### src/rtl/pic_pkg.sv
// Package: register word indices and bus width shared by the GPIO block.
// Assumes a word-addressed register port of 4 index bits.
package pic_pkg;
    localparam int BUS_W = 32;
    localparam int IDX_W = 4;
    localparam logic [IDX_W-1:0] W_LEVEL  = 4'd0;
    localparam logic [IDX_W-1:0] W_DIR    = 4'd1;
    localparam logic [IDX_W-1:0] W_ENABLE = 4'd2;
    localparam logic [IDX_W-1:0] W_STATUS = 4'd3;
    localparam logic [IDX_W-1:0] W_PEND   = 4'd4;
    localparam logic [IDX_W-1:0] W_CLEAR  = 4'd5;
    localparam logic [IDX_W-1:0] W_KIND   = 4'd6;
    localparam logic [IDX_W-1:0] W_POL    = 4'd7;
    localparam logic [IDX_W-1:0] W_REV    = 4'd8;
    localparam logic [IDX_W-1:0] W_ANY    = 4'd9;
endpackage

### src/rtl/pic_sync.sv
// Module: two-flop synchroniser for a vector of asynchronous pin inputs.
// Assumes each bit is independent; no bus coherency is implied.
module pic_sync #(
    parameter int W = 32
) (
    input  logic         clk,
    input  logic         rst_n,
    input  logic [W-1:0] d,
    output logic [W-1:0] q
);
    logic [W-1:0] stage1;

    // Two register stages to resolve metastability.
    always_ff @(posedge clk) begin
        if (!rst_n) begin
            stage1 <= '0;
            q      <= '0;
        end else begin
            stage1 <= d;
            q      <= stage1;
        end
    end
endmodule

### src/rtl/pic_trigger.sv
// Module: per-pin trigger detection producing raw status bits.
// Assumes lvl is already synchronised. Edge status is sticky until cleared;
// a new event in the same cycle as a clear wins. Level status follows lvl.
module pic_trigger #(
    parameter int W = 32
) (
    input  logic         clk,
    input  logic         rst_n,
    input  logic [W-1:0] lvl,
    input  logic [W-1:0] edge_sel,
    input  logic [W-1:0] pol,
    input  logic [W-1:0] any_edge,
    input  logic [W-1:0] clr,
    output logic [W-1:0] status
);
    logic [W-1:0] prev;

    // Remember last synchronised level for edge detection.
    always_ff @(posedge clk) begin
        if (!rst_n) prev <= '0;
        else        prev <= lvl;
    end

    for (genvar i = 0; i < W; i++) begin : g_pin
        logic rise, fall, evt, match;
        assign rise  = lvl[i] & ~prev[i];
        assign fall  = ~lvl[i] & prev[i];
        assign evt   = any_edge[i] ? (rise | fall) : (pol[i] ? rise : fall);
        assign match = pol[i] ? lvl[i] : ~lvl[i];

        // Update one pin's status according to its trigger kind.
        always_ff @(posedge clk) begin
            if (!rst_n)           status[i] <= 1'b0;
            else if (!edge_sel[i]) status[i] <= match;
            else                   status[i] <= (status[i] & ~clr[i]) | evt;
        end


        edge_latch_chk: assert property (@(posedge clk) disable iff (!rst_n)
            (edge_sel[i] && !any_edge[i] && (pol[i] ? (lvl[i] && !prev[i]) : (!lvl[i] && prev[i])))
            |=> status[i]);

        any_latch_chk: assert property (@(posedge clk) disable iff (!rst_n)
            (edge_sel[i] && any_edge[i] && (lvl[i] != prev[i])) |=> status[i]);

        clear_chk: assert property (@(posedge clk) disable iff (!rst_n)
            (edge_sel[i] && clr[i] && (lvl[i] == prev[i])) |=> !status[i]);
    end
endmodule

### src/rtl/pic_gpio_top.sv
// Module: GPIO controller top. Holds the configuration registers, the
// read mux and the interrupt combine. Assumes NPINS <= 32 and a
// single-cycle register port with combinational read data.
module pic_gpio_top
    import pic_pkg::*;
#(
    parameter int NPINS    = 32,
    parameter int REVISION = 3
) (
    input  logic              clk,
    input  logic              rst_n,
    input  logic [IDX_W-1:0]  bus_word,
    input  logic              bus_we,
    input  logic [BUS_W-1:0]  bus_wdata,
    output logic [BUS_W-1:0]  bus_rdata,
    input  logic [NPINS-1:0]  pin_in,
    output logic [NPINS-1:0]  pin_out,
    output logic [NPINS-1:0]  pin_oe,
    output logic              irq
);
    localparam bit HAS_ANY = (REVISION >= 3);

    logic [NPINS-1:0] out_q, dir_q, en_q, kind_q, pol_q, any_q;
    logic [NPINS-1:0] lvl_s, status, clr, pend, wd;

    assign wd = bus_wdata[NPINS-1:0];

    pic_sync #(.W(NPINS)) u_sync (
        .clk(clk), .rst_n(rst_n), .d(pin_in), .q(lvl_s)
    );

    // Clear strobe: one-cycle pulse of the written ones.
    assign clr = (bus_we && bus_word == W_CLEAR) ? wd : '0;

    pic_trigger #(.W(NPINS)) u_trig (
        .clk(clk), .rst_n(rst_n), .lvl(lvl_s), .edge_sel(kind_q),
        .pol(pol_q), .any_edge(any_q), .clr(clr), .status(status)
    );

    // Configuration register writes.
    always_ff @(posedge clk) begin
        if (!rst_n) begin
            out_q  <= '0;
            dir_q  <= '1;
            en_q   <= '0;
            kind_q <= '0;
            pol_q  <= '0;
            any_q  <= '0;
        end else if (bus_we) begin
            case (bus_word)
                W_LEVEL:  out_q  <= wd;
                W_DIR:    dir_q  <= wd;
                W_ENABLE: en_q   <= wd;
                W_KIND:   kind_q <= wd;
                W_POL:    pol_q  <= wd;
                W_ANY:    if (HAS_ANY) any_q <= wd;
                default:  ;
            endcase
        end
    end

    assign pend    = status & en_q;
    assign irq     = |pend;
    assign pin_out = out_q;
    assign pin_oe  = ~dir_q;

    // Read mux with zero extension to the bus width.
    always_comb begin
        logic [NPINS-1:0] sel;
        sel = '0;
        bus_rdata = '0;
        case (bus_word)
            W_LEVEL:  sel = (lvl_s & dir_q) | (out_q & ~dir_q);
            W_DIR:    sel = dir_q;
            W_ENABLE: sel = en_q;
            W_STATUS: sel = status;
            W_PEND:   sel = pend;
            W_KIND:   sel = kind_q;
            W_POL:    sel = pol_q;
            W_ANY:    sel = any_q;
            default:  sel = '0;
        endcase
        bus_rdata[NPINS-1:0] = sel;
        if (bus_word == W_REV) bus_rdata = BUS_W'(REVISION);
    end


    en_reset_chk: assert property (@(posedge clk) disable iff (!rst_n)
        $rose(rst_n) |-> (en_q == '0 && !irq));

    any_absent_chk: assert property (@(posedge clk) disable iff (!rst_n)
        !HAS_ANY |-> (any_q == '0));

    irq_pend_chk: assert property (@(posedge clk) disable iff (!rst_n)
        (bus_word == W_PEND) |-> (irq == (bus_rdata != '0)));
endmodule

### config.mk
export PLATFORM = sky130hd
export DESIGN_NAME = pic_gpio_top
export DESIGN_NICKNAME = d
export VERILOG_FILES = /design/src/rtl/pic_pkg.sv /design/src/rtl/pic_sync.sv /design/src/rtl/pic_trigger.sv /design/src/rtl/pic_gpio_top.sv
export SDC_FILE = /design/constraint.sdc
export NUM_CORES = 1
export LEC_CHECK = 0
export ABC_AREA = 1
export BUFFER_PORTS_ARGS = -buffer_cell sky130_fd_sc_hd__buf_4
export CAP_MARGIN = 10
export CELL_PAD_IN_SITES_DETAIL_PLACEMENT = 1
export CELL_PAD_IN_SITES_GLOBAL_PLACEMENT = 2
export CORE_MARGIN = 2
export CORE_UTILIZATION = 32
export DETAILED_ROUTE_END_ITERATION = 7
export PLACE_DENSITY = 0.8
export SLEW_MARGIN = 20
export SYNTH_ARGS = -nofsm -noshare
export SYNTH_HDL_FRONTEND = slang
export SYNTH_SLANG_ARGS = --single-unit
export TNS_END_PERCENT = 20
### constraint.sdc
create_clock -name clk -period 1.4 [get_ports clk]
set_clock_uncertainty 0.1 [all_clocks]
set_input_delay 0 -clock clk [delete_from_list [all_inputs] [get_ports clk]]
set_output_delay 0 -clock clk [all_outputs]
set_load 0.1 [all_outputs]
==> reports/results.tsv <==
metric	value	unit
busiest_layer	met2	
start_util	32.2	%
crit_top_cell	nand2_1	
clock-sinks	320	
yosysWarnings	0	
grt_use_met2	42.4	%
grt_pass1_vias	17100	
timing.final.crit_period	1830	ps
final_common_cell	nand2_1	
antenna_left	0	
hold_class	in -> reg	
port_buffers	167	
cts_tree	yes	
hpwl	38900	µm
slew_violations	0	
crit_type	reg -> out	
status	complete, but fails checks	
area_growth_syn_to_layout	52.2	%
cts_made_buffers	40	
clock_latency	570	ps
tightest_slew	1060	ps
fin_setup_tns	-12700	ps
num_vias	16500	
rsz0062_at_grt	yes	
yosys.area.top_type_share	42.0	%
grtUsageTotal	24.5	%
drtIter0Drc	838	
std_cell_rows	80	
antenna_found_initial	0	
violations	negative setup slack	
drt_wl_total	61700	µm
h-tree-depth	2	
grt_pass1_wl	95500	µm
cts-root-buf	clkbuf_16	
synth_seq_cells	320	
crit_arrival	1730	ps
die-width	222	µm
p_total	24.6	mW
finalSetupViolCount	52	
leakagePower	10.1	nW
firstDrtPassIters	7	
setup_slack	-428	ps
slew_headroom	29.6	%
final_hold_viol_count	0	
critPathLaunchType	register	
drc_errors	0	
max_freq	547	MHz
clockBufferDepth	3	
yosysSeqAreaShare	42.0	%
powerDensity	1060	nW/µm²
syn_inst	2295	
slowest_stage	dfxtp_2	
vias_per_cell	4.89	
worstSetupEndpointType	output port	
synth_area_leaders	dfxtp_1, nand2_1, o21ai_0	
cap_violations	0	
required	1300	ps
critPathMaxFanout	3	
wire_per_inst	18.3	µm
grt_use_met3	3.54	%
syn_avg_cell_area	6.65	µm²
gp_congestion	0.839	
core-area	47400	µm²
irDropWorstVdd	676	µV
path_cells	clkinvlp_4 > nand2_1 > nand2_1 > nand2_1 > o21ai_1 > nor2_1 > nand2_4 > buf_12	
grt_overflow	0	
dieArea	49500	µm²
drive_gt1_share	24.8	%
yosysTopAreaCell	dfxtp_1	
critical_path.max_stage_delay	350	ps
insertedDiodeCount	0	
grt_max_degree	51	
path_clk_slew	60	ps
period_share	131	%
mappedNetlistArea	15300	µm²
netlist-cell-type-count	21	
die_height	222	µm
final_cell_mix	nand2_1, o21ai_0, nor2_1, dfxtp_1, buf_4	
gr-usage-met1	31.3	%
pin_count	168	
nNetsFinal	2864	
syn_nets	2430	
## final timing paths
path | start | slack (ps) | end | cells past startpoint
worst min-delay path | rst_n | 30 | any_q[18]$_SDFFE_PN0P_ | 5
worst max-delay path | dir_q[22]$_SDFFE_PN1P_ | -430 | bus_rdata[22] | 8
worst max register to register | u_sync.q[22]$_SDFF_PN0_ | 40 | u_trig.prev[22]$_SDFF_PN0_ | 4
worst min register to register | u_sync.stage1[5]$_SDFF_PN0_ | 290 | u_sync.q[5]$_SDFF_PN0_ | 2
## kinds of logic after synthesis
kind of cell | count (synthesis) | share of synthesized area (%)
adder cells (fa/ha/maj) | 64 | 5.24
AND/OR/NAND/NOR | 1067 | 27.0
AO/OA/AOI/OAI | 440 | 14.4
buffers and inverters | 372 | 9.50
XOR/XNOR | 32 | 1.84
flip-flops | 320 | 41.9
## layout make-up
cell class / instances / area (µm²)
multi-input cells: 1603 / 8000
clock inverters: 10 / 236
clock buffers: 62 / 1260
flip-flops and latches: 320 / 6530
inverters: 266 / 1120
well taps: 615 / 769
fillers: 5796 / 24200
repair buffers: 498 / 5320
## power by group
group | internal, mW | switching (mW)
registers | 9.41 | 0.239
logic | 1.33 | 1.97
clock network | 7.45 | 4.25
total | 18.2 | 6.46
## Yosys cell counts, drive strengths merged
cell	count
clkinv	1
nand2	706
nand3b	1
a21oi	160
nand3	79
ha	64
xnor2	32
buf	42
dfxtp	320
o21ai	280
inv	265
clkbuf	64
nand4	2
nor2	279
## worst max-delay path: cells and delay by family (launching register included)
family,cells,cell delay (ps)
buf+inv,2,280
flops,1,350
compound gates,1,60
simple gates,5,450
## layer usage
metal  vias to the layer above  wire (µm)
met3                       100       2270
met4                         0       1560
li1                       8026          -
met5                         -          0
met2                       305      30200
met1                      8082      27700
## stage by stage
step	area, µm²	hold slack, ps	util [%]	setup WS [ps]	cells
2_1_floorplan	15700	-2.37	-	-218	2295
3_3_place_gp	18800	80.7	39.5	-308	3114
3_5_place_dp	18800	89.6	39.5	-315	3114
4_1_cts	22600	13.0	47.5	-461	3350
5_1_grt	23200	40.4	49.0	-509	3374
6_report	23200	34.3	49.0	-428	3374
## what timing repair did
action | 4_1_cts | 5_1_grt
gates resized for setup | 196 | 179
setup endpoints to repair | 64 | 134
hold buffers | 150 | 0
pin swaps | 34 | 58
cloned | 0 | 0
buffers inserted | 15 | 25
hold endpoints to repair | 317 | 0
Power figures use the tool's default switching activity.
